File: config.mk
export PLATFORM = sky130hd
export DESIGN_NAME = gate_seq_top
export DESIGN_NICKNAME = d
export VERILOG_FILES = /design/src/rtl/gs_pkg.sv /design/src/rtl/gs_target_decode.sv /design/src/rtl/gs_dead_timer.sv /design/src/rtl/gate_seq_top.sv
export SDC_FILE = /design/constraint.sdc
export NUM_CORES = 1
export LEC_CHECK = 0
export ABC_AREA = 1
export BUFFER_PORTS_ARGS = -buffer_cell sky130_fd_sc_hd__buf_2
export CORE_AREA = 10 10 47 49
export CTS_CLUSTER_DIAMETER = 30
export DETAILED_ROUTE_END_ITERATION = 8
export DIE_AREA = 0 0 57 59
export PLACE_DENSITY = 0.63
export SKIP_LAST_GASP = 1
export SYNTH_ARGS = -nofsm -noshare
export SYNTH_HDL_FRONTEND = slang
export SYNTH_HIERARCHICAL = 1
export SYNTH_SLANG_ARGS = --single-unit
export TNS_END_PERCENT = 5
File: constraint.sdc
create_clock -name clk -period 2.3 [get_ports clk]
set_clock_uncertainty 0.2 [all_clocks]
set_input_delay 0.69 -clock clk [delete_from_list [all_inputs] [get_ports clk]]
set_output_delay 0.69 -clock clk [all_outputs]
set_load 0.02 [all_outputs]
File: src/rtl/gs_pkg.sv
package gs_pkg;
  typedef enum logic [2:0] {
    GS_OFF     = 3'd0,
    GS_WAIT_HI = 3'd1,
    GS_HI      = 3'd2,
    GS_WAIT_LO = 3'd3,
    GS_LO      = 3'd4
  } gs_state_t;

  typedef enum logic [1:0] {
    TGT_OFF = 2'd0,
    TGT_HI  = 2'd1,
    TGT_LO  = 2'd2
  } gs_target_t;
endpackage

File: src/rtl/gs_target_decode.sv
module gs_target_decode
  import gs_pkg::*;
(
  input  logic       pwm_i,
  input  logic       disable_i,
  input  logic       force_lo_i,
  output gs_target_t target_o
);
  // Priority: disable, then force-low, then the PWM command.
  always_comb begin
    if (disable_i)       target_o = TGT_OFF;
    else if (force_lo_i) target_o = TGT_LO;
    else if (pwm_i)      target_o = TGT_HI;
    else                 target_o = TGT_LO;
  end
endmodule

File: src/rtl/gs_dead_timer.sv
module gs_dead_timer #(
  parameter int DEAD_CYC = 4
) (
  input  logic clk,
  input  logic rst_n,
  input  logic clear_i,
  input  logic sense_i,
  output logic done_o
);
  localparam int CW = (DEAD_CYC < 2) ? 1 : $clog2(DEAD_CYC + 1);
  localparam logic [CW-1:0] LAST = CW'(DEAD_CYC - 1);

  logic [CW-1:0] cnt_q;

  // Done when this edge would complete DEAD_CYC consecutive high samples.
  assign done_o = sense_i && (cnt_q == LAST);

  always_ff @(posedge clk or negedge rst_n) begin
    if (!rst_n)            cnt_q <= '0;
    else if (clear_i)      cnt_q <= '0;
    else if (!sense_i)     cnt_q <= '0;
    else if (cnt_q != LAST) cnt_q <= cnt_q + 1'b1;
  end

  AST_CNT_CLEARS_ON_DROP: assert property (@(posedge clk) disable iff (!rst_n)
    (!sense_i) |=> (cnt_q == '0));
endmodule

File: src/rtl/gate_seq_top.sv
module gate_seq_top
  import gs_pkg::*;
#(
  parameter int DEAD_CYC = 4
) (
  input  logic clk,
  input  logic rst_n,
  input  logic pwm_i,
  input  logic lo_gate_low_i,
  input  logic hi_gate_low_i,
  input  logic disable_i,
  input  logic force_lo_i,
  output logic hi_en_o,
  output logic lo_en_o
);
  gs_state_t  state_q, state_d;
  gs_target_t target;
  logic       waiting, sense_sel, timer_done, timer_clear;

  gs_target_decode u_target (
    .pwm_i      (pwm_i),
    .disable_i  (disable_i),
    .force_lo_i (force_lo_i),
    .target_o   (target)
  );

  assign waiting   = (state_q == GS_WAIT_HI) || (state_q == GS_WAIT_LO);
  // Each wait watches the gate that must be off before its own side rises.
  assign sense_sel = (state_q == GS_WAIT_HI) ? lo_gate_low_i : hi_gate_low_i;

  gs_dead_timer #(.DEAD_CYC(DEAD_CYC)) u_timer (
    .clk     (clk),
    .rst_n   (rst_n),
    .clear_i (timer_clear),
    .sense_i (sense_sel),
    .done_o  (timer_done)
  );

  always_comb begin
    state_d = state_q;
    if (target == TGT_OFF) begin
      state_d = GS_OFF;
    end else begin
      unique case (state_q)
        GS_OFF:     state_d = (target == TGT_HI) ? GS_WAIT_HI : GS_WAIT_LO;
        GS_HI:      if (target == TGT_LO) state_d = GS_WAIT_LO;
        GS_LO:      if (target == TGT_HI) state_d = GS_WAIT_HI;
        GS_WAIT_HI: if (target == TGT_LO) state_d = GS_WAIT_LO;
                    else if (timer_done)  state_d = GS_HI;
        GS_WAIT_LO: if (target == TGT_HI) state_d = GS_WAIT_HI;
                    else if (timer_done)  state_d = GS_LO;
        default:    state_d = GS_OFF;
      endcase
    end
  end

  // Restart the count outside a wait and on every change of state.
  assign timer_clear = !waiting || (state_d != state_q);

  always_ff @(posedge clk or negedge rst_n) begin
    if (!rst_n) state_q <= GS_OFF;
    else        state_q <= state_d;
  end

  assign hi_en_o = (state_q == GS_HI);
  assign lo_en_o = (state_q == GS_LO);

  AST_NO_OVERLAP: assert property (@(posedge clk) disable iff (!rst_n)
    !(hi_en_o && lo_en_o));
  AST_HI_AFTER_LO_SENSE: assert property (@(posedge clk) disable iff (!rst_n)
    $rose(hi_en_o) |-> $past(lo_gate_low_i));
  AST_LO_AFTER_HI_SENSE: assert property (@(posedge clk) disable iff (!rst_n)
    $rose(lo_en_o) |-> $past(hi_gate_low_i));
  AST_DISABLE_OFF: assert property (@(posedge clk) disable iff (!rst_n)
    $past(disable_i) |-> (!hi_en_o && !lo_en_o));
  AST_FORCE_HI_OFF: assert property (@(posedge clk) disable iff (!rst_n)
    $past(force_lo_i) |-> !hi_en_o);
  AST_NO_TIMEOUT: assert property (@(posedge clk) disable iff (!rst_n)
    (state_q == GS_WAIT_HI && !lo_gate_low_i) |=> !hi_en_o);
endmodule

; Word level (Yosys, flattened, before mapping)
; Cells that the tools add are included.
[word_totals]
wordCells = 35
inputBits = 7
out_inout_bits = 2
regBits = 6
[classes]
n_mux = 16
n_reduce_logical = 6
eq_ne = 10
addsub = 1
[ops]
columns = op, n
row1 = 3-bit two-way mux, 10
row2 = 3-bit case mux with 5 select lines, 1
row3 = 3-bit by 2-bit equality test with 1-bit output (second input constant), 3
row4 = 2-bit two-way mux, 4
row5 = 3-bit by 1-bit adder with 3-bit output (second input constant), 1
row6 = 3-bit by 1-bit equality test with 1-bit output (second input constant), 1
row7 = 3-bit equality test (second input constant), 1
row8 = 3-bit zero test, 1
row9 = 3-bit by 2-bit inequality test with 1-bit output (second input constant), 1
row10 = 3-bit inequality test, 1
row11 = 3-bit inequality test (second input constant), 1
row12 = 2-bit by 1-bit equality test with 1-bit output (second input constant), 1
row13 = 2-bit equality test (second input constant), 1
row14 = 2-bit zero test, 1
row15 = 1-bit logical OR, 2
row16 = 1-bit logical AND, 1
row17 = 1-bit zero test, 1
row18 = 1-bit two-way mux, 1

; Logic depth before layout (Yosys ltp)
; Gate-level depths: netlist of the first run.
[logic_depth]
ltp_word = 10
mapped_depth = 21
ltp_nobuf = 21

; By module
; Netlist of the first run, hierarchy kept.
[modules_own_cells]
columns = mod, cells_per_inst, n_inst, area_per_inst_um2
row1 = gate_seq_top, 55, 1, 300.3
row2 = gs_dead_timer, 23, 1, 172.7
row3 = gs_target_decode, 4, 1, 18.8

; Least setup slack after synthesis of the first run
; No wires, ideal clock.
[synth_timing]
path_type = register to register
start = register state_q[2]
end = register u_timer.cnt_q[1]
setup_ns = 0.077
setup_slack_ns = 0.100
required_time_ns = 2.023
arrival_ns = 1.922
stages_incl_launch_ff = 22
path_buffers = 0
path_cell_list = dfrtp_1 -> inv_1 -> nand2_1 -> nor2_2 -> mux2_1 -> nand2_1 -> inv_1 -> inv_2 -> nand2_1 -> nand2_1 -> nand2_1 -> nand2_1 -> inv_1 -> nand3_2 -> nand2_2 -> nand2_1 -> nand2_1 -> nor2_1 -> nand2_1 -> inv_1 -> nand2_1 -> a21oi_1
[synth_between]
elab_chain_cells = 10
word_cells_on_any_way = 22
[synth_lines]
columns = element, line_no
row1 = start: declaration, gate_seq_top.sv:16  ; gs_state_t state_q, state_d;
row2 = start signal: assignment, gate_seq_top.sv:62  ; else state_q <= state_d;
row3 = 3-bit by 1-bit equality test with 1-bit output (*), gate_seq_top.sv:29  ; assign sense_sel = (state_q == GS_WAIT_HI) ? lo_gate_low_i : hi_gate_low_i;
row4 = 1-bit two-way mux (*), gate_seq_top.sv:29
row5 = via sense_sel, gate_seq_top.sv:18  ; logic waiting, sense_sel, timer_done, timer_clear;
row6 = 1-bit logical AND (*), gs_dead_timer.sv:16  ; assign done_o = sense_i && (cnt_q == LAST);
row7 = via timer_done, gate_seq_top.sv:18
row8 = "3-bit two-way mux, on equally long branches", "gate_seq_top.sv:51, gate_seq_top.sv:49"
row9 = "3-bit two-way mux, on equally long branches", "gate_seq_top.sv:50, gate_seq_top.sv:48"
row10 = 3-bit case mux with 5 select lines (*), gate_seq_top.sv:44  ; unique case (state_q)
row11 = 3-bit two-way mux (*), gate_seq_top.sv:41  ; if (target == TGT_OFF) begin
row12 = 3-bit inequality test (*), gate_seq_top.sv:58  ; assign timer_clear = !waiting || (state_d != state_q);
row13 = 1-bit logical OR (*), gate_seq_top.sv:58
row14 = via timer_clear, gate_seq_top.sv:18
row15 = 3-bit inequality test (no source line) or 3-bit two-way mux (tied branches), -
row16 = end signal: assignment, gs_dead_timer.sv:22  ; else if (cnt_q != LAST) cnt_q <= cnt_q + 1'b1;
row17 = end: declaration, gs_dead_timer.sv:13  ; logic [CW-1:0] cnt_q;
; The timed path passes the listed nets; every way through them passes the cells marked *.
; A chain may end at the register's enable or synchronous reset.

; Worst setup path in the final report of the first run
[layout_timing]
start = register state_q[2]
end = register u_timer.cnt_q[2]
; Same word-level chain as after synthesis.

==> impl_metrics.tcl, run 1 <==
set metrics [dict create \
    tritoncts "done" \
    rows 14 \
    final_hold_viol_count 0 \
    num-nets-final 118 \
    multiInputGateArea_sq_um 307 \
    drive_above_1_share 0.383 \
    totalWireLength_mm 1.12 \
    viasPerCell 4.51 \
    cp_cell_sequence "inv_2 > nand2_4 > nor2_4 > mux2_4 > nand2_1 > inv_1 > inv_2 > nand2_2 > nand2_1 > nand2_1 > nand2_1 > inv_2 > nand3_2 > nand2_2 > nand2_1 > nand2_1 > nor2_1 > nand2_1 > inv_1 > nand2_2 > a21oi_2" \
    powerDensity_nw_per_um2 604 \
    vias 555 \
    yosysSeqAreaShare 0.305 \
    tightest_slew_ns 0.288 \
    place_area_sq_um 627 \
    ir_worst_vdd_uv 291 \
    grt.total_usage 0.0724 \
    antenna_found_initial 0 \
    initial_core_util 0.351 \
    internal-power_uw 275 \
    dr.first_iter.drc_count 6 \
    hold_class "in -> async" \
    combPwrFrac 0.489 \
    htree_levels 1 \
    antenna_left 0 \
    p_switching_uw 154 \
    clk_latency_ns 0.24 \
    core_region_area_sq_um 1400 \
    drc_errors 0 \
    power_leakage_uw 0.000417 \
    setup_violations 0 \
    critPathMaxFanout 3 \
    clockPowerShare 0.215 \
    switching_share 0.359 \
    syn_area_sq_um 492 \
    ys_warn_count 6 \
    fmax_ghz 0.447 \
    crit_type "reg -> reg" \
    grt_setup_unrepaired "yes" \
    diodes 0 \
    grt_pass1_wl_mm 1.97 \
    finalCriticalPeriod_ns 2.24 \
    ios 9 \
    clock-sinks 6 \
    design_area_sq_um 712 \
    setup_slack_ns 0.0649 \
    dieHeight_microns 59 \
    dr.pass1.iters 3 \
    dp.cells 116 \
    cts.clk_slew.worst_paths_ns 0.04 \
    status "finished clean" \
    yosysTopAreaCell "dfrtp_1" \
    grt_pass1_vias 504 \
    slew_headroom 0.808 \
    numCtsBuffers 3 \
    synthCells 82 \
    critical_path.most_common_cell "nand2_1" \
    crit_path_start_kind "flop" \
    die_area_sq_um 3360 \
    postSynthAreaPerCell_sq_um 6.00 \
    io_buffer_count 8 \
    area_delta_synth_final_pct 44.8 \
    critPathRequiredTime_ns 2.27 \
    cp_slowest_cell "dfrtp_1" \
    place_ws_ns -0.130 \
    synth_area_leaders "dfrtp_1 (31%), nand2_1 (21%), inv_1 (11%), nor2_1 (9.2%), a21oi_1 (6.1%)" \
    avgRoutedWirePerCell_microns 9.10 \
    end_kind "flop" \
    fin_cells 123 \
    register_area_sq_um 150 \
    reg2reg_depth 21 \
    seq_power_share 0.297 \
    dpl.hpwl_microns 924 \
    die_w_microns 57 \
    cap_violations 0 \
    grt-ovfl-total 0 \
    ys_seq_elements 6 \
    cts-root-buf "clkbuf_4" \
    synth_top_area_frac 0.305 \
    n_fill_cell 158 \
    fin_crit_sh 0.972 \
    drv_slew 0 \
    cts.path.max_buffers 2 \
    worstPathArrival_ns 2.20 \
    slowest_delay_ns 0.38 \
    netlist-cell-type-count 14 \
    gp_congestion 0.762 \
    synth_nets 91 \
    grt_max_degree 7 \
]
power by group through the flow:
stage	Clock, uW	Combinational, uW	Sequential, uW
finish	92.4	210	127
global route	108	241	129
CTS	98.6	205	126
detailed placement	0	183	125
global placement	0	179	125
floorplan	0	108	131
cells in the final DEF, fill, tap and decap left out:
cell / instances
nor2_2: 2
a21oi_2: 3
nor2_4: 1
ha_1: 2
nand2_2: 3
nor2_1: 12
nand3_2: 1
a21oi_1: 3
buf_4: 14
inv_1: 13
mux2_4: 1
clkbuf_4: 3
nor4_1: 1
buf_2: 8
inv_2: 4
clkinv_1: 1
dfrtp_1: 6
nand2_4: 1
nand3_1: 4
nand2_1: 24
metal layers:
layer | share of wire | vias to the layer above | global-route usage | wire length (microns)
met5 | 0 | - | 0 | 0
met1 | 0.41 | 247 | 0.0791 | 463
li1 | - | 296 | - | -
met4 | 0.015 | 0 | 0.0503 | 17
met3 | 0.055 | 4 | 0.0258 | 61
met2 | 0.51 | 8 | 0.115 | 576
cells in the mapped netlist:
| master | instances |
|---|---|
| nand3_1 | 4 |
| dfrtp_1 | 6 |
| inv_1 | 15 |
| nor2_2 | 3 |
| nand2_1 | 27 |
| mux2_1 | 1 |
| inv_2 | 2 |
| nand3_2 | 1 |
| nor4_1 | 1 |
| nand2_2 | 1 |
| a21oi_1 | 6 |
| clkinv_1 | 1 |
| nor2_1 | 12 |
| ha_1 | 2 |
registers in the layout, summed over array words and instances, names as in the netlist:
name / flops
u_timer/cnt_q: 3
state_q: 3
cell type report:
cell class	instances	area share
Clock buffer	3	0.0316
Inverter	18	0.0949
Multi-Input combinational cell	58	0.431
Sequential cell	6	0.211
Tap cell	16	0.0281
Timing Repair Buffer	22	0.204
timing repair:
item                       in CTS  in global routing
pin swaps                       1                  3
hold buffers                    0                  0
setup endpoints to repair       3                  3
gates cloned                    0                  0
resized for setup               5                  6
buffers inserted                2                  2
through the flow:
stage / utilization / setup TNS, ns / hold slack, ns / total power [uW]
after floorplan: - / 0 / 0.194 / 239
after global placement: 0.447 / -0.240 / 0.320 / 304
after detailed placement: 0.447 / -0.345 / 0.325 / 308
after CTS: 0.487 / 0 / 0.0665 / 430
after global routing: 0.508 / -0.432 / 0.0606 / 477
final: 0.508 / 0 / 0.0714 / 430
cells by family after synthesis:
logic type | share of synthesized area
adders and majority gates | 0.0509
and+or+nand+nor | 0.422
buffers and inverters | 0.137
muxes | 0.0229
AOI/OAI and AO/OA | 0.0611
DFF | 0.305
path summary, 6_finish.rpt:
| check | startpoint | endpoint | slack, ns |
|---|---|---|---|
| hold reg to reg | u_timer/cnt_q[2] | u_timer/cnt_q[2] | 0.34 |
| min in group clk | u_timer/cnt_q[2] | u_timer/cnt_q[2] | 0.34 |
| hold / removal | rst_n | state_q[0] | 0.07 |
| setup reg to reg | state_q[2] | u_timer/cnt_q[2] | 0.06 |
| setup / recovery | state_q[2] | u_timer/cnt_q[2] | 0.06 |
| max in group asynchronous | rst_n | u_timer/cnt_q[0] | 1.68 |
critical path, delay by kind of cell (launching register included):
kind,cells,cell delay [ns]
buffers and inverters,5,0.28
muxes,1,0.31
AOI/OAI and AO/OA,1,0.11
and+or+nand+nor,14,0.88
DFF,1,0.38
(Power assumes the default switching activity.)
==> inputs of run 2 (changes only) <==
Settings changed: PLACE_DENSITY 0.63 to unset, PLACE_DENSITY_LB_ADDON set to 0.05.
==> impl_metrics.tcl, run 2 (same netlist as run 1, synthesis figures left out) <==
set metrics [dict create \
    vias 528 \
    status "finished clean" \
    cts-root-buf "clkbuf_4" \
    critPathRequiredTime_ns 2.26 \
    finalCriticalPeriod_ns 2.20 \
    numCtsBuffers 3 \
    slew_headroom 0.816 \
    crit_family "simple AND/OR/NAND/NOR gates" \
    dr.pass1.iters 4 \
    drc_errors 0 \
    reg.largest.list "state_q (3), u_timer/cnt_q (3)" \
    clock-sinks 6 \
    totalWireLength_mm 1.12 \
    place_area_sq_um 634 \
    final_common_cell "nand2_1" \
    reg2reg_depth 21 \
    gp_congestion 0.807 \
    cts.clk_slew.worst_paths_ns 0.04 \
    viasPerCell 4.29 \
    cp_cell_sequence "inv_2 > nand2_4 > nor2_4 > mux2_4 > nand2_1 > inv_1 > inv_2 > nand2_2 > nand2_1 > nand2_1 > nand2_1 > inv_1 > nand3_2 > nand2_2 > nand2_1 > nand2_1 > nor2_1 > nand2_1 > inv_2 > nand2_4 > a21oi_2" \
    grt-ovfl-total 0 \
    area_delta_synth_final_pct 45.5 \
    grt_setup_unrepaired "yes" \
    drive_above_1_share 0.383 \
    htree_levels 1 \
    die_w_microns 57 \
    regToRegStartpoint "state_q[2]" \
    dieHeight_microns 59 \
    grt_pass1_wl_mm 1.95 \
    grt_max_degree 7 \
    antenna_left 0 \
    powerDensity_nw_per_um2 596 \
    critical_path.most_common_cell "nand2_1" \
    die_area_sq_um 3360 \
    avgRoutedWirePerCell_microns 9.10 \
    tritoncts "done" \
    ir_worst_vdd_uv 401 \
    antenna_found_initial 0 \
    rr_endpoint "u_timer/cnt_q[2]" \
    ios 9 \
    fin_util 0.511 \
    dr.first_iter.drc_count 5 \
    cp_slowest_cell "dfrtp_1" \
    rrSetupSlack_ns 0.1 \
    drv_slew 0 \
    io_buffer_count 8 \
    cts.path.max_buffers 2 \
    final_hold_viol_count 0 \
    worstPathArrival_ns 2.16 \
    grt.total_usage 0.0700 \
    fmax_ghz 0.454 \
    setup_violations 0 \
    fin_crit_sh 0.957 \
    crit_path_start_kind "flop" \
    clk_latency_ns 0.23 \
    power_leakage_uw 0.000420 \
    rows 14 \
    grt_pass1_vias 500 \
    dpl.hpwl_microns 942 \
    hold_class "in -> async" \
    layout_common_cells "nand2_1 (23), buf_4 (14), inv_1 (13)" \
    crit_buf_inv 5 \
    initial_core_util 0.351 \
    tightest_slew_ns 0.275 \
    crit_type "reg -> reg" \
    core_region_area_sq_um 1400 \
    design_area_sq_um 716 \
    critPathMaxFanout 3 \
    end_kind "flop" \
    num-nets-final 118 \
    cap_violations 0 \
    slowest_delay_ns 0.38 \
    diodes 0 \
]
-- run 2: cell types whose count changed in the layout (fill, tap and decap cells not counted) --
cell and delta:
nand2_4 +1, a21oi_1 +1, a21oi_2 -1, nand2_1 -1
-- run 2: where the power goes --
part           switching, uW  leakage, uW  internal, uW
Sequential              10.8    0.0000812           117
Clock                   31.0    0.0000138          58.5
Combinational            114     0.000325          95.3
-- run 2: worst max-delay path by stage --
stage | endpoint | cells past startpoint | slack, ns | startpoint
final | u_timer/cnt_q[2] | 21 | 0.1 | state_q[2]
after global routing | u_timer/cnt_q[2] | 21 | -0.13 | state_q[2]
after CTS | u_timer/cnt_q[2] | 21 | 0.0003 | state_q[2]
after detailed placement | u_timer/cnt_q[2] | 19 | -0.16 | lo_gate_low_i
after global placement | u_timer/cnt_q[2] | 15 | -0.17 | lo_gate_low_i
after floorplan | u_timer/cnt_q[1] | 21 | 0.10 | state_q[2]
-- run 2: repair_timing --
item | 4_1_cts | 5_1_grt
buffers inserted | 2 | 1
endpoints found under the hold margin | 0 | 0
setup endpoints to repair | 3 | 3
pin swaps | 2 | 3
gates resized for setup | 7 | 5
hold buffers | 0 | 0
-- run 2: layout make-up --
class / count / area, sq um
fillers: 165 / 686
repair buffers: 22 / 145
well taps: 16 / 20.0
inverters: 18 / 67.6
multi-input cells: 58 / 310
clock buffers: 3 / 22.5
flip-flops and latches: 6 / 150
-- run 2: worst reg2reg max path: stages, from the launching register on --
cell     delay, ns
dfrtp_1       0.38
inv_2         0.08
nand2_4       0.05
nor2_4        0.10
mux2_4        0.31
nand2_1       0.06
inv_1         0.04
inv_2         0.06
nand2_2       0.05
nand2_1       0.05
nand2_1       0.05
nand2_1       0.06
inv_1         0.04
nand3_2       0.07
nand2_2       0.05
nand2_1       0.05
nand2_1       0.04
nor2_1        0.09
nand2_1       0.07
inv_2         0.07
nand2_4       0.06
a21oi_2       0.10
-- run 2: metrics by stage --
stage               setup slack, ns  TNS [ns]  power [uW]  hold slack (ns)  cells
finish                       0.0981         0         426           0.0652    123
CTS                        0.000267         0         422           0.0588    122
global placement             -0.173    -0.415         307            0.317    117
global route                 -0.126    -0.332         469           0.0573    123
detailed placement           -0.160    -0.393         308            0.316    117
floorplan                     0.100         0         239            0.194     82
-- run 2: layer usage --
metal  GRT usage  routed length (microns)  vias to the layer above
met5           0                        0                        -
met4      0.0403                       16                        0
met3      0.0258                       42                        2
met2       0.119                      578                        6
met1      0.0726                      482                      223
li1            -                        -                      297
